File: src/rtl/scan_cfg_pkg.sv
package scan_cfg_pkg;
  typedef enum logic [1:0] {
    ST_BOOT  = 2'd0,
    ST_START = 2'd1,
    ST_PIX   = 2'd2,
    ST_IDLE  = 2'd3
  } line_st_t;
endpackage

File: src/rtl/scan_phase.sv
module scan_phase #(
  parameter int PER_W = 8
) (
  input  logic             clk,
  input  logic             rst_n,
  input  logic             run,
  input  logic [PER_W-1:0] per,
  input  logic [PER_W-1:0] high,
  input  logic [PER_W-1:0] amp,
  output logic             per_end,
  output logic             cp_hit,
  output logic             stb_hit
);
  logic [PER_W-1:0] ph;
  logic [PER_W:0]   raw_pos;
  logic [PER_W:0]   last_ph;
  logic [PER_W-1:0] spos;

  always_comb begin
    last_ph = {1'b0, per} - (PER_W+1)'(1);
    raw_pos = {1'b0, per} - {1'b0, high} + {1'b0, amp};
    spos    = (raw_pos > last_ph) ? last_ph[PER_W-1:0] : raw_pos[PER_W-1:0];
  end

  assign per_end = run && ({1'b0, ph} == last_ph);
  assign cp_hit  = run && (ph < high);
  assign stb_hit = run && (ph == spos);

  always_ff @(posedge clk) begin
    if (!rst_n)       ph <= '0;
    else if (!run)    ph <= '0;
    else if (per_end) ph <= '0;
    else              ph <= ph + 1'b1;
  end

  // the phase never leaves the programmed period
  a_r1_phase_range: assert property (@(posedge clk) disable iff (!rst_n)
    run |-> (ph < per));
endmodule

File: src/rtl/scan_line_seq.sv
module scan_line_seq
  import scan_cfg_pkg::*;
#(
  parameter int PER_W       = 8,
  parameter int DIE_W       = 5,
  parameter int IDLE_W      = 16,
  parameter int PIX_PER_DIE = 192,
  parameter int PIX_W       = 13
) (
  input  logic              clk,
  input  logic              rst_n,
  input  logic [PER_W-1:0]  cfg_period,
  input  logic [PER_W-1:0]  cfg_high,
  input  logic [DIE_W-1:0]  cfg_dies,
  input  logic [PER_W-1:0]  cfg_amp,
  input  logic [IDLE_W-1:0] cfg_idle,
  input  logic              per_end,
  input  logic              stb_hit,
  output logic              run,
  output logic [PER_W-1:0]  act_per,
  output logic [PER_W-1:0]  act_high,
  output logic [PER_W-1:0]  act_amp,
  output logic              sp_d,
  output logic              stb_d,
  output logic [PIX_W-1:0]  idx_d,
  output logic              done_d
);
  line_st_t          st;
  logic [DIE_W-1:0]  act_dies;
  logic [IDLE_W-1:0] act_idle;
  logic [PIX_W-1:0]  pcnt;
  logic [IDLE_W-1:0] icnt;
  logic              p_first;
  logic [DIE_W-1:0]  n_eff;
  logic [PIX_W-1:0]  tot;
  logic              last_pix;
  logic              load;

  assign n_eff    = (act_dies == '0) ? DIE_W'(1) : act_dies;
  assign tot      = PIX_W'(PIX_PER_DIE) * PIX_W'(n_eff);
  assign last_pix = (pcnt == tot - 1'b1);
  assign load     = (st == ST_BOOT) ||
                    (per_end && st == ST_PIX && last_pix && act_idle == '0) ||
                    (per_end && st == ST_IDLE && icnt == act_idle - 1'b1);
  assign run      = (st != ST_BOOT);

  always_ff @(posedge clk) begin
    if (!rst_n) begin
      act_per  <= '0;
      act_high <= '0;
      act_amp  <= '0;
      act_dies <= '0;
      act_idle <= '0;
    end else if (load) begin
      act_per  <= cfg_period;
      act_high <= cfg_high;
      act_amp  <= cfg_amp;
      act_dies <= cfg_dies;
      act_idle <= cfg_idle;
    end
  end

  always_ff @(posedge clk) begin
    if (!rst_n) begin
      st      <= ST_BOOT;
      pcnt    <= '0;
      icnt    <= '0;
      p_first <= 1'b0;
    end else begin
      p_first <= load || per_end;
      case (st)
        ST_BOOT: st <= ST_START;
        ST_START: if (per_end) begin
          st   <= ST_PIX;
          pcnt <= '0;
        end
        ST_PIX: if (per_end) begin
          if (last_pix) begin
            icnt <= '0;
            st   <= (act_idle == '0) ? ST_START : ST_IDLE;
          end else begin
            pcnt <= pcnt + 1'b1;
          end
        end
        default: if (per_end) begin
          if (icnt == act_idle - 1'b1) st <= ST_START;
          else                         icnt <= icnt + 1'b1;
        end
      endcase
    end
  end

  assign sp_d   = (st == ST_START && !p_first) || (st == ST_PIX && pcnt == '0 && p_first);
  assign stb_d  = (st == ST_PIX) && stb_hit;
  assign idx_d  = pcnt;
  assign done_d = (st == ST_PIX) && per_end && last_pix;

  // a strobe always names a pixel inside the line
  a_r5_idx_in_line: assert property (@(posedge clk) disable iff (!rst_n)
    stb_d |-> (pcnt < tot));
  // the idle period counter stays below the programmed count
  a_r7_idle_bound: assert property (@(posedge clk) disable iff (!rst_n)
    (st == ST_IDLE) |-> (icnt < act_idle));
  // captured settings move only at a boundary
  a_r8_cfg_hold: assert property (@(posedge clk) disable iff (!rst_n)
    !load |=> ($stable(act_per) && $stable(act_high) && $stable(act_dies) && $stable(act_idle)));
endmodule

File: src/rtl/cis_scan_timer.sv
module cis_scan_timer #(
  parameter int PER_W       = 8,
  parameter int DIE_W       = 5,
  parameter int IDLE_W      = 16,
  parameter int PIX_PER_DIE = 192,
  localparam int MAX_PIX    = PIX_PER_DIE * ((1 << DIE_W) - 1),
  localparam int PIX_W      = $clog2(MAX_PIX + 1)
) (
  input  logic              clk,
  input  logic              rst_n,
  input  logic [PER_W-1:0]  cfg_period,
  input  logic [PER_W-1:0]  cfg_high,
  input  logic [DIE_W-1:0]  cfg_dies,
  input  logic [PER_W-1:0]  cfg_amp,
  input  logic [IDLE_W-1:0] cfg_idle,
  output logic              cp,
  output logic              sp,
  output logic              vrst,
  output logic              smp_stb,
  output logic [PIX_W-1:0]  pix_idx,
  output logic              line_done
);
  logic             run, per_end, cp_hit, stb_hit;
  logic [PER_W-1:0] act_per, act_high, act_amp;
  logic             sp_d, stb_d, done_d;
  logic [PIX_W-1:0] idx_d;

  scan_line_seq #(
    .PER_W(PER_W), .DIE_W(DIE_W), .IDLE_W(IDLE_W),
    .PIX_PER_DIE(PIX_PER_DIE), .PIX_W(PIX_W)
  ) u_seq (
    .clk(clk), .rst_n(rst_n),
    .cfg_period(cfg_period), .cfg_high(cfg_high), .cfg_dies(cfg_dies),
    .cfg_amp(cfg_amp), .cfg_idle(cfg_idle),
    .per_end(per_end), .stb_hit(stb_hit),
    .run(run), .act_per(act_per), .act_high(act_high), .act_amp(act_amp),
    .sp_d(sp_d), .stb_d(stb_d), .idx_d(idx_d), .done_d(done_d)
  );

  scan_phase #(.PER_W(PER_W)) u_phase (
    .clk(clk), .rst_n(rst_n), .run(run),
    .per(act_per), .high(act_high), .amp(act_amp),
    .per_end(per_end), .cp_hit(cp_hit), .stb_hit(stb_hit)
  );

  always_ff @(posedge clk) begin
    if (!rst_n) begin
      cp        <= 1'b0;
      vrst      <= 1'b0;
      sp        <= 1'b0;
      smp_stb   <= 1'b0;
      pix_idx   <= '0;
      line_done <= 1'b0;
    end else begin
      cp        <= cp_hit;
      vrst      <= cp_hit;
      sp        <= sp_d;
      smp_stb   <= stb_d;
      pix_idx   <= idx_d;
      line_done <= done_d;
    end
  end

  // checker state: falling edges of cp seen inside the current sp pulse
  logic       cp_dly;
  logic [1:0] fall_cnt;
  always_ff @(posedge clk) begin
    if (!rst_n) begin
      cp_dly   <= 1'b0;
      fall_cnt <= '0;
    end else begin
      cp_dly <= cp;
      if (!sp)                             fall_cnt <= '0;
      else if (cp_dly && !cp && fall_cnt != 2'd3) fall_cnt <= fall_cnt + 1'b1;
    end
  end

  // sp holds still across a rising cp edge
  a_r2_sp_still_at_rise: assert property (@(posedge clk) disable iff (!rst_n)
    $rose(cp) |-> $stable(sp));
  // no second falling edge within one sp pulse
  a_r2_single_fall: assert property (@(posedge clk) disable iff (!rst_n)
    (sp && cp_dly && !cp) |-> (fall_cnt == 2'd0));
  // the strobe never meets a closed reset switch
  a_r4_stb_switch_open: assert property (@(posedge clk) disable iff (!rst_n)
    smp_stb |-> !vrst);
  // line_done lasts one clock
  a_r6_done_pulse: assert property (@(posedge clk) disable iff (!rst_n)
    line_done |=> !line_done);
endmodule

File: config.mk
export PLATFORM = sky130hd
export DESIGN_NAME = cis_scan_timer
export DESIGN_NICKNAME = d
export VERILOG_FILES = /design/src/rtl/scan_cfg_pkg.sv /design/src/rtl/scan_phase.sv /design/src/rtl/scan_line_seq.sv /design/src/rtl/cis_scan_timer.sv
export SDC_FILE = /design/constraint.sdc
export NUM_CORES = 1
export LEC_CHECK = 0
export BUFFER_PORTS_ARGS = -buffer_cell sky130_fd_sc_hd__buf_4
export CAP_MARGIN = 25
export CORE_MARGIN = 2
export CORE_UTILIZATION = 50
export CTS_BUF_LIST = sky130_fd_sc_hd__clkbuf_4 sky130_fd_sc_hd__clkbuf_8 sky130_fd_sc_hd__clkbuf_16
export DETAILED_ROUTE_END_ITERATION = 8
export GPL_TIMING_DRIVEN = 1
export PLACE_DENSITY = 0.78
export SYNTH_ARGS = -nofsm -noshare
export SYNTH_HDL_FRONTEND = slang
export SYNTH_SLANG_ARGS = --single-unit
export TNS_END_PERCENT = 20
File: constraint.sdc
create_clock -name clk -period 8.47 [get_ports clk]
set_input_delay 0.847 -clock clk [delete_from_list [all_inputs] [get_ports clk]]
set_output_delay 0.847 -clock clk [all_outputs]
set_load 0.005 [all_outputs]
-- Yosys cells after proc, flatten, opt, wreduce, memory -nomap -nowiden
Cells that the tools add are included.
W data, S select, Z words.
- bits in registers: 102
- input bits: 47
- output and inout bits: 18
- logic and storage cells: 89
- add/subtract/negate cells: 8
- multiply operators: 1
- magnitude comparators: 2
- equal/unequal tests: 12
- mux-type cells: 18
- bitwise operators: 3
- reduce and logical (&&, ||, !) cells: 30
- operators with widths (operator ; number):
    $mux W16 ; 4
    $mux W13 ; 3
    $pmux W16 S2 ; 1
    $pmux W13 S2 ; 1
    $add A16 B1 Y16 const B ; 1
    $eq A16 B16 Y1 ; 1
    $logic_not A16 Y1 ; 1
    $sub A16 B1 Y16 const B ; 1
    $add A13 B1 Y13 const B ; 1
    $eq A13 B13 Y1 ; 1
    $logic_not A13 Y1 ; 1
    $sub A13 B1 Y13 const B ; 1
    $logic_and A1 B1 Y1 ; 12
    $mux W2 ; 6
    $add A9 B8 Y9 ; 1
    $eq A8 B9 Y1 ; 1
    $gt A9 B9 Y1 ; 1
    $sub A8 B1 Y9 const B ; 1
    $sub A8 B8 Y9 ; 1
    $add A8 B1 Y8 const B ; 1
    $eq A8 B8 Y1 ; 1
    $lt A8 B8 Y1 ; 1
    $mux W8 ; 1
    $reduce_and A4 Y1 ; 2
    other kinds (17) ; 28

-- Longest topological paths before layout
Gate-level depths: netlist of run 1.
- word-level depth: 10
- depth in mapped cells: 21
- mapped depth without buffers: 20

-- Hierarchy
A second synthesis of run 1 with hierarchy kept.
- cells, all modules: 842
- area total of the unflattened synthesis: 7130.6 µm²
- modules (own cells, without submodules) (module ; instances ; cells an instance ; area each (µm²) ; sequential area each (µm²)):
    scan_line_seq ; 1 ; 585 ; 4914.7 ; 1541.5
    scan_phase ; 1 ; 221 ; 1734.2 ; 160.2
    cis_scan_timer ; 1 ; 36 ; 481.7 ; 340.3

-- Worst setup path after synthesis of run 1
Ideal clock, no wire load.
- path type: reg2reg
- start point: reg u_seq.act_per[2]
- end point: reg smp_stb
- setup time: 0.114 ns
- arrival time: 3.816 ns
- required time: 8.356 ns
- setup slack: 4.539 ns
- stages on the path, launching flop included: 20
- buffers on the path: 1
- clock period less this slack: 3.931 ns
- cell sequence: dfxtp_1 -> inv_1 -> fa_1 -> inv_1 -> ha_1 -> nor2b_1 -> o21ai_0 -> a21boi_0 -> o31a_1 -> o21a_1 -> nor2_1 -> xnor2_1 -> ha_1 -> nand2_1 -> o32a_1 -> o31a_1 -> clkbuf_1 -> mux2i_1 -> nand3_1 -> a2111oi_0
- cells in the longest elaborated chain, start to end: 7
- elaborated cells on any way between the ends: 8
- classes of those cells: add/sub (3); order compare (1); eq/ne (1); mux (1); reduce/logical (2)
- RTL lines (element ; line ; source):
    start, declared ; scan_line_seq.sv:20 ; output logic [PER_W-1:0] act_per,
    start signal, assigned ; scan_line_seq.sv:55 ; act_per <= cfg_period;
    $sub A8 B8 Y9 ; scan_phase.sv:21 ; raw_pos = {1'b0, per} - {1'b0, high} + {1'b0, amp};
    $add A9 B8 Y9 ; scan_phase.sv:21 ;
    $gt A9 B9 Y1 ; scan_phase.sv:22 ; spos = (raw_pos > last_ph) ? last_ph[PER_W-1:0] : raw_pos[PER_W-1:0];
    $mux W8 (*) ; scan_phase.sv:22 ;
    $eq A8 B8 Y1 (*) ; scan_phase.sv:27 ; assign stb_hit = run && (ph == spos);
    $logic_and A1 B1 Y1 (*) ; scan_phase.sv:27 ;
    $logic_and A1 B1 Y1 (*) ; scan_line_seq.sv:94 ; assign stb_d = (st == ST_PIX) && stb_hit;
    end signal, assigned ; cis_scan_timer.sv:58 ; smp_stb <= stb_d;
    end, declared ; cis_scan_timer.sv:19 ; output logic smp_stb,
Mark *: on every way between the ends. The rest lies on a longest branch, timed or not.
A chain may end at the register's enable or synchronous reset.

-- Final worst setup path of run 1
Same ends and word-level chain as after synthesis.

==> results of run 1 <==
-- stage by stage --
step / hold slack [ns] / cell area (µm²) / utilization / total power, W
after floorplan: 0.438 / 7010 / - / 0.00165
after global placement: 0.449 / 7500 / 0.545 / 0.00185
after detailed placement: 0.453 / 7500 / 0.545 / 0.00186
after CTS: 0.463 / 7790 / 0.566 / 0.00227
after global routing: 0.481 / 7800 / 0.567 / 0.00248
final: 0.460 / 7800 / 0.567 / 0.00227
-- cells in the final DEF, fill, tap and decap left out, types with 22 or more instances in the layout --
cell type and instances:
sky130_fd_sc_hd__o21ai_0 26, sky130_fd_sc_hd__nand3_1 25, sky130_fd_sc_hd__nor2_1 41, sky130_fd_sc_hd__inv_1 59, sky130_fd_sc_hd__a21oi_1 23, sky130_fd_sc_hd__mux2i_1 53
sky130_fd_sc_hd__or4_1 22, sky130_fd_sc_hd__xnor2_1 39, sky130_fd_sc_hd__dfxtp_1 102, sky130_fd_sc_hd__ha_1 40, sky130_fd_sc_hd__buf_4 68, sky130_fd_sc_hd__nand2_1 117
-- power by group through the flow --
stage                     combinational [W]  sequential (W)  clock (W)
after detailed placement            0.00124        0.000620          0
final                               0.00126        0.000609   0.000407
after global routing                0.00142        0.000621   0.000437
after CTS                           0.00125        0.000609   0.000415
after floorplan                     0.00106        0.000585          0
after global placement              0.00123        0.000618          0
-- Yosys cell counts, types with 3 or more instances --
cell / count
sky130_fd_sc_hd__nand2_1: 117
sky130_fd_sc_hd__dfxtp_1: 102
sky130_fd_sc_hd__inv_1: 59
sky130_fd_sc_hd__mux2i_1: 53
sky130_fd_sc_hd__clkbuf_1: 41
sky130_fd_sc_hd__nor2_1: 41
sky130_fd_sc_hd__ha_1: 40
sky130_fd_sc_hd__xnor2_1: 39
sky130_fd_sc_hd__o21ai_0: 26
sky130_fd_sc_hd__nand3_1: 25
sky130_fd_sc_hd__a21oi_1: 23
sky130_fd_sc_hd__or4_1: 22
sky130_fd_sc_hd__o31ai_1: 19
sky130_fd_sc_hd__and2_1: 18
sky130_fd_sc_hd__xor2_1: 18
sky130_fd_sc_hd__nand4_1: 14
sky130_fd_sc_hd__nor3_1: 13
sky130_fd_sc_hd__nor4_1: 12
sky130_fd_sc_hd__or3_1: 11
sky130_fd_sc_hd__a21oi_2: 9
sky130_fd_sc_hd__and3_1: 9
sky130_fd_sc_hd__nand2b_1: 9
sky130_fd_sc_hd__buf_6: 8
sky130_fd_sc_hd__fa_1: 8
sky130_fd_sc_hd__o211ai_1: 8
sky130_fd_sc_hd__a31oi_1: 7
sky130_fd_sc_hd__nor2b_1: 7
sky130_fd_sc_hd__a21o_1: 6
sky130_fd_sc_hd__xnor3_1: 6
sky130_fd_sc_hd__and4_1: 5
sky130_fd_sc_hd__o21a_1: 5
sky130_fd_sc_hd__a211oi_1: 4
sky130_fd_sc_hd__nor3b_1: 4
sky130_fd_sc_hd__buf_1: 3
sky130_fd_sc_hd__nand4b_1: 3
sky130_fd_sc_hd__o21bai_1: 3
sky130_fd_sc_hd__o22ai_1: 3
sky130_fd_sc_hd__o31a_1: 3
-- layout make-up --
class,instances,area (µm²)
fill,1288,5970
inverter,60,225
clock inverter,6,50.0
multi-input combinational,626,4500
tap,180,225
sequential,102,2040
timing repair buffer,69,526
clock buffer,10,239
-- layer usage --
metal  part of all wire  wire, µm  global-route usage
met4              0.017       258              0.0560
met1               0.46      6970               0.272
met3              0.046       702              0.0446
met2               0.48      7220               0.358
met5                  0         0                   0
-- state kept, by name, summed over array words and instances, names as in the netlist, 2 cells and up --
name	count
pix_idx	13
u_phase.ph	8
u_seq.act_amp	8
u_seq.act_dies	5
u_seq.act_high	8
u_seq.act_idle	16
u_seq.act_per	8
u_seq.icnt	16
u_seq.idx_d	13
u_seq.st	2
-- worst max-delay path, delay by kind of cell, from the launching register on --
family / cells / cell delay [ns]
flops: 1 / 0.45
buf+inv: 2 / 0.15
fa+ha+maj: 3 / 1.17
mux: 1 / 0.23
compound gates: 7 / 1.45
simple gates: 4 / 0.71
-- logic make-up (layout without fill, tap and decap cells) --
group	after synthesis	in the layout	share of synthesized area
and+or+nand+nor	326	326	0.245
AOI/OAI and AO/OA	136	136	0.133
buffers and inverters	115	145	0.0710
DFF	102	102	0.291
xor gates and xnor gates	63	63	0.0905
muxes	53	53	0.0756
adders and majority gates	48	48	0.0942
-- path summary, 6_finish.rpt --
path | cells after the start | slack [ns] | to
hold reg to reg | 2 | 0.46 | u_seq.act_amp[2]$_SDFFE_PN0P_
hold / removal | 2 | 0.46 | u_seq.act_amp[2]$_SDFFE_PN0P_
setup / recovery | 17 | 4.20 | smp_stb$_SDFF_PN0_
setup reg to reg | 17 | 4.20 | smp_stb$_SDFF_PN0_
==> summary by stage, run 1 <==
Status
The flow ran to the end, and the final reports show no timing, DRC or antenna violations.

Setup path
STA classifies the critical path startpoint as a flop. The largest stage delay on the critical path is 0.54 ns. The master of the slowest instance on the critical path is sky130_fd_sc_hd__fa_1. In this run the worst setup path begins at u_seq.act_per[2]$_SDFFE_PN0P_.

The critical path data required time is 8.71 ns. The endpoint kind of the worst setup timing path is a flop. The source of the worst register-to-register timing path is u_seq.act_per[2]$_SDFFE_PN0P_. The worst setup path is of the reg -> reg kind.

Along the worst path, the maximum fanout reaches 7. Data arrives at the worst endpoint at 4.51 ns. Walking the worst path, the cells encountered are inv_1 -> fa_1 -> inv_1 -> ha_1 -> nor2b_1 -> o21ai_0 -> a21boi_0 -> nor4_1 -> nor3_1 -> ha_1 -> o21a_1 -> o21ai_0 -> a211oi_1 -> o31a_1 -> mux2i_1 -> nand3_1 -> a2111oi_0.

Power
The share of total power dissipated in sequential elements is 0.268. The internal power of the cells totals 0.00133 W. Power spread over the standard cell area amounts to 291 mW/mm².

Of the total power, the share spent switching nets is 0.415. The net switching power of the design is 0.000942 W. The static leakage power is 3.11 nW. The share of total power dissipated in combinational logic is 0.553. IR analysis of the VDD net gives a maximum drop of 0.000152 V. The share of total power dissipated in the clock network is 0.179.

Timing
The number of hold violations in the final report is 0. The total negative slack is 0 ns. The final setup violation count is 0. Across all setup checks in the final design, the least slack found is 4.20 ns.

Setup repair after global routing left no endpoint under its margin. Across the routed clock network, the largest skew measured is 0.0140 ns. The final cycle utilization of the critical path is 0.504. The worst pin sits at a relative slew slack of 0.356. The number of max-slew violations in the final report was 0. The clock period minus worst slack is 4.27 ns.

At the pin with the least slew margin, the transition time is 0.942 ns. The timing-limited maximum frequency is 234 MHz.

Synth
The fraction of post-synthesis cell area in the top cell type by area is 0.291. The number of different library cells used by synthesis comes to 70. The synthesized design contains 0 enable-type register cells. Counting flops with an async set or reset pin after synthesis yields a share of 0. The sequential-to-total area share from yosys stat is 0.291.

The post-synthesis instance area is 0.00701 mm². The biggest area consumer among synthesized cells is sky130_fd_sc_hd__dfxtp_1. The number of nets handed over by synthesis was 938. The number of warnings reported in the yosys synthesis log is 0. The synthesized area per cell is 8.32 µm². The most used flip-flop cell after synthesis is sky130_fd_sc_hd__dfxtp_1.

Yosys attributes the largest share of cell area to sky130_fd_sc_hd__dfxtp_1 29%, sky130_fd_sc_hd__mux2i_1 7.6%, sky130_fd_sc_hd__ha_1 7.1%, sky130_fd_sc_hd__nand2_1 6.3%, sky130_fd_sc_hd__xnor2_1 4.9%. Counting every instance in the synthesized netlist gives 843. In this run, synthesis produced a sequential element count of 102.

Clock network
The longest clock path from root to sink contains 2 buffers. The number of instances resized during post-cts repair is 0. TritonCTS built the clock tree. The H-tree depth is 3. The number of buffers created by CTS is 9. The tree built by TritonCTS fans out to 102 sinks. Clock latency on the worst-skew pair, taken at its later pin, is 0.36 ns. The post-CTS setup buffer count is 0.

The cell chosen for the clock root is sky130_fd_sc_hd__clkbuf_16. For this design, the CTS-stage hold fixing added 0 buffers. Clock-pin slew was measured on the worst setup and hold paths at 0.07 ns.

Routing
The final layout contains routed wiring with a total length of 15200 µm. After detailed routing, the number of remaining DRC violations is 0. The average wire per standard cell is 14.4 µm.

Summing over every cut layer, the via total after detailed routing is 5909. For this run, the detailed router's first-pass iteration total came to 5. The remaining number of nets flagged by the antenna check after routing is 0. After detailed routing, the number of vias per cell comes to 5.61. The first-iteration detailed-routing DRC count is 532.

Floorplan
In this run the vertical extent of the chip is 122 µm. For this configuration, the core starts out at a cell density of 0.509. The core region is 0.0138 mm².

The number of rows in the core area is 43. The die covers 0.0150 mm². In this run the count of I/O pins placed on the die edge is 65. The die outline width is 122 µm.

Global route
The wire length of the first global-routing pass is 25500 µm. The total global routing overflow is 0. Entering global routing, the biggest net connects 71 pins. In the global route stage, overall resource usage came out at 0.211. The number of global-route vias before repair is 5374. The number of antenna violations at the first check in global routing was 0.

Place
The count of buffers inserted at the top-level ports is 64. The post-placement cell count is 1036. The HPWL reported at the end of detailed placement is 11000 µm. The routability congestion estimate is 0.915.

The pre-CTS worst setup slack is 4.10 ns.

Hold path
The startpoint identified for the worst hold timing path is u_seq.act_amp[2]$_SDFFE_PN0P_. The class of the most critical hold timing path is reg -> reg.

Layout
After the last flow step, the layout net total stands at 963. The post-synthesis to final-layout area growth is 11.3%. The number of cells in the finished layout apart from fillers is 1053. Of the cells placed in the final design, the portion with a size suffix greater than 1 is 0.124. The repair_antennas step left the layout with diodes totalling 0.

Run
The total of max-cap violations is 0.
Power figures use the tool's default switching activity.
==> run 2: changes to the inputs <==
==> constraint.sdc (replaced) <==
create_clock -name clk -period 3.97 [get_ports clk]
set_input_delay 0.397 -clock clk [delete_from_list [all_inputs] [get_ports clk]]
set_output_delay 0.397 -clock clk [all_outputs]
set_load 0.005 [all_outputs]
==> run 2 against run 1 <==
Compared with the run above:
- worst setup slack worse by 4.1 ns
- clock power up 110%
- register-to-register slack worse by 4.1 ns
- first-iteration DRC count up 3.9%
- clock-buffer cell count unchanged
- global-route usage up 0.16 points
- hold slack worse by 0.17 ns
- critical path type unchanged
- critical endpoint unchanged
==> summary by stage, run 2 (same netlist as run 1, synthesis figures left out) <==
Status
Run status: complete, no violations (unchanged).

Layout
The final layout net count was 985 (was 963). The filler cell count is 1257 (was 1288). The final standard cell area without fillers was 0.00810 mm² (was 0.00780 mm²). The diode insertion count for antenna repair is 0 (unchanged). Top Registers: u_seq.act_idle x16, u_seq.icnt x16 (unchanged).

Most frequent cells in the layout: 117 x sky130_fd_sc_hd__nand2_1, 99 x sky130_fd_sc_hd__dfxtp_1, 90 x sky130_fd_sc_hd__buf_4 (was 117 x sky130_fd_sc_hd__nand2_1, 102 x sky130_fd_sc_hd__dfxtp_1, 68 x sky130_fd_sc_hd__buf_4). The multi-input logic area came to 0.00462 mm² (was 0.00450 mm²). The post-synthesis to final-layout area growth is 15.4% (was 11.3%). The utilization of the core after routing was 0.588 (was 0.567).

The area of all sequential standard cells was 0.00205 mm² (was 0.00204 mm²). The layout cell share with drive strength beyond 1 was 0.178 (was 0.124). The leading cell type in the layout, fill and taps excluded is sky130_fd_sc_hd__nand2_1 (unchanged).

Floorplan
The floorplan die height was 122 µm (unchanged). The effective utilization at floorplan is 0.509 (unchanged). The area of the core was 0.0138 mm² (unchanged). The die outline area is 0.0150 mm² (unchanged). The number of rows in the core area is 43 (unchanged).

The die outline width came to 122 µm (unchanged). The total I/O pin count is 65 (unchanged).

Global route
The total global routing overflow is 0 (unchanged). The number of global-route vias before repair is 5595 (was 5374). The maximum number of pins on one net before global-route repair is 68 (was 71). The wire length of the first global-routing pass is 25800 µm (was 25500 µm). The total global routing track utilization is 0.213 (was 0.211). The number of antenna violations at the first check in global routing is 0 (unchanged).

Setup path
The maximum fanout along the worst path is 7 (unchanged). The worst setup path endpoint is smp_stb$_SDFF_PN0_ (unchanged). Crit-path cells: inv_1 -> fa_1 -> fa_2 -> nor2b_2 -> o21ai_2 -> a21boi_2 -> o31a_1 -> o21a_1 -> nor2_2 -> xnor2_1 -> ha_1 -> nand2_1 -> o32a_1 -> o31a_1 -> mux2i_1 -> nand3_1 -> a2111oi_2 (was inv_1 -> fa_1 -> inv_1 -> ha_1 -> nor2b_1 -> o21ai_0 -> a21boi_0 -> nor4_1 -> nor3_1 -> ha_1 -> o21a_1 -> o21ai_0 -> a211oi_1 -> o31a_1 -> mux2i_1 -> nand3_1 -> a2111oi_0). The depth of the worst register-to-register path is 17 (unchanged). The endpoint kind of the worst setup timing path is a flop (unchanged).

In this design, the critical path's most frequently occurring cell is sky130_fd_sc_hd__o31a_1. The launch point of the worst path is u_seq.act_amp[1]$_SDFFE_PN0P_ (was u_seq.act_per[2]$_SDFFE_PN0P_). The largest stage delay on the critical path is 0.52 ns (was 0.54 ns). The largest delay contributor family on the critical path is compound AO/OA/AOI/OAI gates (unchanged).

The source of the worst register-to-register timing path is u_seq.act_amp[1]$_SDFFE_PN0P_ (was u_seq.act_per[2]$_SDFFE_PN0P_). The sort of element at the start of the critical path is a flop (unchanged). The sum of buffers and inverters on the critical path was 1 (was 2).

The instance count on the critical path is 17 (unchanged). The worst setup path category is reg -> reg (unchanged). The master of the slowest instance on the critical path is sky130_fd_sc_hd__fa_1 (unchanged).

The critical path data required time was 4.22 ns (was 8.71 ns). The worst-case register-to-register setup slack came to 0.07 ns (was 4.20 ns). The endpoint of the lowest-slack register-to-register path is smp_stb$_SDFF_PN0_ (unchanged). The data arrival time at the worst-slack endpoint is 4.15 ns (was 4.51 ns).

Power
The net switching power of the design is 0.00223 W (was 0.000942 W). The sequential power share is 0.241 (was 0.268). The power share of the clock group is 0.159 (was 0.179). The total internal power is 0.00307 W (was 0.00133 W). The switching portion of total power is 0.421 (was 0.415).

The power density relative to cell area is 654 mW/mm² (was 291 mW/mm²). The combinational cell fraction of total power was 0.600 (was 0.553). The static leakage power is 3.23 nW (was 3.11 nW). The maximum VDD drop is 0.000400 V (was 0.000152 V).

Routing
The first-pass detailed-route iteration total is 5 (unchanged). The via density per instance came to 5.57 (was 5.61). The remaining number of nets flagged by the antenna check after routing is 0 (unchanged). The total DRC errors in the routed layout is 0 (unchanged). The aggregate routed wire length is 15800 µm (was 15200 µm). The first-iteration detailed-routing DRC count came to 553 (was 532).

The number of vias after detailed routing is 5991 (was 5909). The average wire per standard cell is 14.7 µm (was 14.4 µm).

Hold path
The class of the most critical hold timing path was in -> reg (was reg -> reg). The number of instances on the worst hold path was 3 (was 2).

Clock network
The number of buffers between clock root and the deepest sink is 2 (unchanged). The clock tree from TritonCTS is built (unchanged). The CTS sink count is 102 (unchanged). The H-tree depth was 3 (unchanged). The clock transition at the register clock pins on the worst setup and hold paths after CTS was 0.07 ns (about the same). The clock insertion delay at the later pin of the skew report came to 0.36 ns (about the same).

The cell chosen for the clock root is sky130_fd_sc_hd__clkbuf_16 (unchanged). The number of buffers created by CTS is 9 (unchanged).

Timing
The final cycle utilization of the critical path is 0.983 (was 0.504). The slew at the pin closest to its max-slew limit is 1.11 ns (was 0.942 ns). Setup repair after global routing missed its margin: yes (was no).

The final hold slack is 0.286 ns (was 0.460 ns). The max-slew headroom at the worst pin is 0.238 (was 0.356). The number of hold violations in the final report is 0 (unchanged). The clock tree skew after final layout is 0.00986 ns (was 0.0140 ns). The number of max-slew violations in the final report is 0 (unchanged). The final setup violation count is 0 (unchanged). The clock period minus worst slack was 3.90 ns (was 4.27 ns).

The timing-limited maximum frequency was 256 MHz (was 234 MHz). The post-layout worst setup margin is 0.0683 ns (was 4.20 ns).

Place
The HPWL reported at the end of detailed placement is 11400 µm (was 11000 µm). The placed standard-cell area was 0.00766 mm² (was 0.00750 mm²). The count of buffers inserted at the top-level ports is 64 (unchanged). The pre-CTS worst setup slack was -0.133 ns (was 4.10 ns). The routability congestion estimate is 0.918 (was 0.915).

Run
The total of max-cap violations is 0 (unchanged).
## run 2: power groups by stage
stage               Combinational (W)  Sequential, W  Clock (W)
floorplan                     0.00227        0.00125          0
global placement              0.00273        0.00129          0
detailed placement            0.00279        0.00129          0
CTS                           0.00287        0.00127   0.000851
global route                  0.00348        0.00130   0.000892
finish                        0.00318        0.00128   0.000842
## run 2: cell type report
type	count	share of cell area
Timing Repair Buffer	91	0.0859
Inverter	60	0.0281
Tap cell	180	0.0278
Clock buffer	10	0.0287
Multi-Input combinational cell	626	0.571
Clock inverter	6	0.00541
Sequential cell	102	0.253
## run 2: worst register-to-register path, cell delays in order, from the launching register on
cell and delay, ns:
sky130_fd_sc_hd__dfxtp_2 0.33, sky130_fd_sc_hd__inv_1 0.05, sky130_fd_sc_hd__fa_1 0.52, sky130_fd_sc_hd__fa_2 0.38
sky130_fd_sc_hd__nor2b_2 0.16, sky130_fd_sc_hd__o21ai_2 0.09, sky130_fd_sc_hd__a21boi_2 0.21, sky130_fd_sc_hd__o31a_1 0.23
sky130_fd_sc_hd__o21a_1 0.16, sky130_fd_sc_hd__nor2_2 0.04, sky130_fd_sc_hd__xnor2_1 0.12, sky130_fd_sc_hd__ha_1 0.31
sky130_fd_sc_hd__nand2_1 0.06, sky130_fd_sc_hd__o32a_1 0.13, sky130_fd_sc_hd__o31a_1 0.33, sky130_fd_sc_hd__mux2i_1 0.23
sky130_fd_sc_hd__nand3_1 0.11, sky130_fd_sc_hd__a2111oi_2 0.35
## run 2: how the worst min path moves through the flow
stage                                             start  slack (ns)                               to
after detailed placement  u_seq.act_amp[2]$_SDFFE_PN0P_        0.46    u_seq.act_amp[2]$_SDFFE_PN0P_
final                                       cfg_idle[4]        0.29   u_seq.act_idle[4]$_SDFFE_PN0P_
after global placement    u_seq.act_amp[7]$_SDFFE_PN0P_        0.45    u_seq.act_amp[7]$_SDFFE_PN0P_
after CTS                                   cfg_idle[1]        0.28   u_seq.act_idle[1]$_SDFFE_PN0P_
after global routing                       cfg_idle[11]        0.28  u_seq.act_idle[11]$_SDFFE_PN0P_
after floorplan           u_seq.act_amp[1]$_SDFFE_PN0P_        0.44    u_seq.act_amp[1]$_SDFFE_PN0P_
## run 2: per-layer routing
layer  share of wire  wire [µm]  GRT usage  vias to the layer above
met4           0.024        382     0.0876                        0
met1            0.46       7200      0.271                     2792
met5               0          0          0                        -
met2            0.48       7580      0.350                      116
met3           0.039        611     0.0446                       33
li1                -          -          -                     3050
## run 2: what timing repair did
item	4_1_cts	5_1_grt
pin swaps	3	16
gates resized for setup	6	29
hold endpoints to repair	0	0
hold buffers	0	0
setup endpoints to repair	1	6
setup buffers	1	2
## run 2: metrics by stage
stage / instances / setup TNS (ns) / power, W
final: 1075 / 0 / 0.00530
after global routing: 1075 / -0.121 / 0.00567
after CTS: 1073 / 0 / 0.00499
after detailed placement: 1056 / -0.133 / 0.00409
after global placement: 1056 / 0 / 0.00402
after floorplan: 843 / 0 / 0.00352
==> run 3: changes to the inputs <==
--- a/config.mk
+++ b/config.mk
@@ -9,7 +9,7 @@
 export CAP_MARGIN = 25
 export CORE_MARGIN = 2
 export CORE_UTILIZATION = 50
-export CTS_BUF_LIST = sky130_fd_sc_hd__clkbuf_4 sky130_fd_sc_hd__clkbuf_8 sky130_fd_sc_hd__clkbuf_16
+export CTS_BUF_LIST = sky130_fd_sc_hd__clkbuf_2
 export DETAILED_ROUTE_END_ITERATION = 8
 export GPL_TIMING_DRIVEN = 1
 export PLACE_DENSITY = 0.78
==> run 3 against run 2 <==
Compared with the run above:
- the run now ends with negative setup slack left
- worst setup slack lost 0.16 ns
- fmax shrank 4.0%
- hold slack lost 0.23 ns
- combinational power grew 2%
- total power shrank 6.3%
- design area grew 2.4%
- clock power shrank 46%
- clock skew grew 0.034 ns
- die area is the same
- flip-flop and latch count is the same
- critical path type unchanged
- largest power group unchanged
==> summary by stage, run 3 (same netlist as run 1, synthesis figures left out) <==
Status
Run status: complete, but fails checks (was complete, no violations). The final reports fail on negative setup slack.

Power
The power density relative to cell area came to 598 mW/mm² (was 654 mW/mm²). The maximum VDD drop is 0.000332 V (was 0.000400 V). The sequential power share came to 0.257 (was 0.241). The total internal power is 0.00279 W (was 0.00307 W).

The power share of the clock group came to 0.092 (was 0.159). The net switching power of the design is 0.00217 W (was 0.00223 W). The combinational cell fraction of total power is 0.651 (was 0.600). The switching portion of total power is 0.437 (was 0.421). The static leakage power was 3.33 nW (was 3.23 nW).

Layout
The post-synthesis to final-layout area growth was 18.2% (was 15.4%). Top Registers: u_seq.act_idle x16, u_seq.icnt x16 (unchanged). The utilization of the core after routing is 0.602 (was 0.588). The layout cell share with drive strength beyond 1 is 0.161 (was 0.178). Most frequent cells in the layout: 117 x sky130_fd_sc_hd__nand2_1, 98 x sky130_fd_sc_hd__dfxtp_1, 90 x sky130_fd_sc_hd__buf_4 (was 117 x sky130_fd_sc_hd__nand2_1, 99 x sky130_fd_sc_hd__dfxtp_1, 90 x sky130_fd_sc_hd__buf_4). The filler cell count is 1219 (was 1257). The leading cell type in the layout, fill and taps excluded is sky130_fd_sc_hd__nand2_1 (unchanged). The final layout net count came to 1027 (was 985). The final standard cell area without fillers is 0.00829 mm² (was 0.00810 mm²).

Setup path
The master of the slowest instance on the critical path is sky130_fd_sc_hd__fa_1 (unchanged). The sort of element at the start of the critical path is a flop (unchanged). The data arrival time at the worst-slack endpoint came to 4.59 ns (was 4.15 ns).

Crit-path cells: inv_1 -> fa_1 -> fa_2 -> nor2b_2 -> o21ai_2 -> a21boi_2 -> o31a_1 -> o21a_1 -> nor2_2 -> xnor2_1 -> ha_1 -> nand2_1 -> o32a_1 -> o31a_1 -> buf_6 -> a211oi_2 -> o21bai_1 -> a2111oi_2 (was inv_1 -> fa_1 -> fa_2 -> nor2b_2 -> o21ai_2 -> a21boi_2 -> o31a_1 -> o21a_1 -> nor2_2 -> xnor2_1 -> ha_1 -> nand2_1 -> o32a_1 -> o31a_1 -> mux2i_1 -> nand3_1 -> a2111oi_2). The worst setup path category is reg -> reg (unchanged). The critical path data required time came to 4.50 ns (was 4.22 ns). The most repeated library cell on the critical path is sky130_fd_sc_hd__o31a_1 (unchanged).

The maximum fanout along the worst path is 4 (was 7). The largest stage delay on the critical path is 0.53 ns (was 0.52 ns). The worst-case register-to-register setup slack came to -0.1 ns (was 0.07 ns). The endpoint kind of the worst setup timing path was a flop (unchanged).

Routing
The average wire per standard cell is 14.4 µm (was 14.7 µm). The total routed wire length on the met1 layer was 7170 µm (was 7200 µm). The routed wire length on met3 came to 730 µm (was 611 µm). The via density per instance was 5.54 (was 5.57).

The number of vias after detailed routing came to 6190 (was 5991). The top metal layer carrying routed signals is met4 (unchanged). The remaining number of nets flagged by the antenna check after routing is 0 (unchanged). The first-iteration detailed-routing DRC count came to 476 (was 553). The wire length on met2 is 7850 µm (was 7580 µm). The aggregate routed wire length is 16100 µm (was 15800 µm). The total DRC errors in the routed layout is 0 (unchanged). The first-pass detailed-route iteration total is 5 (unchanged).

Floorplan
The total I/O pin count is 65 (unchanged). The number of rows in the core area is 43 (unchanged). The die outline area came to 0.0150 mm² (unchanged).

The area of the core was 0.0138 mm² (unchanged). The die outline width came to 122 µm (unchanged). The floorplan die height came to 122 µm (unchanged). The effective utilization at floorplan is 0.509 (unchanged).

Place
The count of buffers inserted at the top-level ports is 64 (unchanged). The placed standard-cell area is 0.00766 mm² (unchanged). The HPWL reported at the end of detailed placement is 11400 µm (unchanged). The routability congestion estimate was 0.918 (unchanged).

Timing
The final setup violation count is 1 (was 0). The timing-limited maximum frequency was 246 MHz (was 256 MHz). The number of max-slew violations in the final report is 0 (unchanged).

The max-slew headroom at the worst pin was 0.266 (was 0.238). The clock period minus worst slack came to 4.07 ns (was 3.90 ns). The clock tree skew after final layout is 0.0443 ns (was 0.00986 ns).

The post-layout worst setup margin was -0.0952 ns (was 0.0683 ns). The final cycle utilization of the critical path came to 1.02 (was 0.983). Setup repair after global routing missed its margin: yes (unchanged). The number of hold violations in the final report was 0 (unchanged). The slew at the pin closest to its max-slew limit is 1.07 ns (was 1.11 ns).

Global route
The wire length of the first global-routing pass was 26400 µm (was 25800 µm). The total global routing track utilization is 0.218 (was 0.213). The maximum number of pins on one net before global-route repair is 68 (unchanged).

The total global routing overflow is 0 (unchanged). The number of antenna violations at the first check in global routing was 0 (unchanged). The number of global-route vias before repair is 5790 (was 5595).

Clock network
The cell chosen for the clock root is sky130_fd_sc_hd__clkbuf_2 (was sky130_fd_sc_hd__clkbuf_16). The clock tree from TritonCTS is built (unchanged). The number of buffers between clock root and the deepest sink is 2 (unchanged). The clock transition at the register clock pins on the worst setup and hold paths after CTS was 0.26 ns (was 0.07 ns).

The number of buffers created by CTS is 9 (unchanged). The CTS sink count is 102 (unchanged). The H-tree depth is 3 (unchanged). The clock insertion delay at the later pin of the skew report was 0.62 ns (was 0.36 ns).

Hold path
The class of the most critical hold timing path is in -> reg (unchanged).

Run
The total of max-cap violations is 0 (unchanged).
-- run 3: cell types whose count changed in the layout (fill, tap and decap cells not counted), sizes merged --
cell and delta:
diode +1, buf +1, dlygate4sd3 +41
-- run 3: layer usage --
metal / GRT usage / vias up
met4: 0.0733 / 0
li1: - / 3140
met1: 0.270 / 2875
met2: 0.372 / 141
met5: 0 / -
met3: 0.0493 / 34
-- run 3: power groups by stage --
stage                     clock network [W]  registers, W  logic [W]
after detailed placement                  0       0.00129    0.00279
after global placement                    0       0.00129    0.00273
final                              0.000454       0.00128    0.00323
after CTS                          0.000466       0.00127    0.00290
after global routing               0.000505       0.00130    0.00354
after floorplan                           0       0.00125    0.00227
-- run 3: what timing repair did --
action,CTS,global route
hold buffers,39,2
gates resized for setup,7,17
setup buffers,1,3
hold endpoints to repair,39,2
pin swaps,4,13
endpoints found under the setup margin,1,15
-- run 3: path summary, 6_finish.rpt --
path	cells past startpoint	to	start
hold / removal	3	u_seq.act_per[6]$_SDFFE_PN0P_	cfg_period[6]
setup / recovery	18	smp_stb$_SDFF_PN0_	u_seq.act_amp[1]$_SDFFE_PN0P_
setup reg to reg	18	smp_stb$_SDFF_PN0_	u_seq.act_amp[1]$_SDFFE_PN0P_
hold reg to reg	2	u_seq.act_amp[2]$_SDFFE_PN0P_	u_seq.act_amp[2]$_SDFFE_PN0P_
-- run 3: critical path, delay by kind of cell (launching register included) --
family,cells,cell delay [ns]
compound gates,9,1.77
fa+ha+maj,3,1.27
buf+inv,2,0.20
xor+xnor,1,0.12
flops,1,0.38
simple gates,3,0.26
-- run 3: cell type report --
class | count | area, µm² | share of cell area
tap | 180 | 225 | 0.0272
timing repair buffer | 133 | 1120 | 0.135
inverter | 60 | 225 | 0.0272
antenna | 1 | 2.50 | 0.000302
sequential | 102 | 2050 | 0.247
multi-input combinational | 626 | 4580 | 0.552
clock buffer | 10 | 50.0 | 0.00604
clock inverter | 6 | 43.8 | 0.00528
-- run 3: through the flow --
step	TNS [ns]	hold slack, ns	std cells	total power (W)	setup slack (ns)
6_report	-0.0952	0.0569	1118	0.00496	-0.0952
5_1_grt	-0.312	0.00260	1117	0.00535	-0.312
3_5_place_dp	-0.133	0.456	1056	0.00409	-0.133
4_1_cts	0	0.00182	1112	0.00464	0.00380
2_1_floorplan	0	0.438	843	0.00352	0.0392
3_3_place_gp	0	0.448	1056	0.00402	0.0278
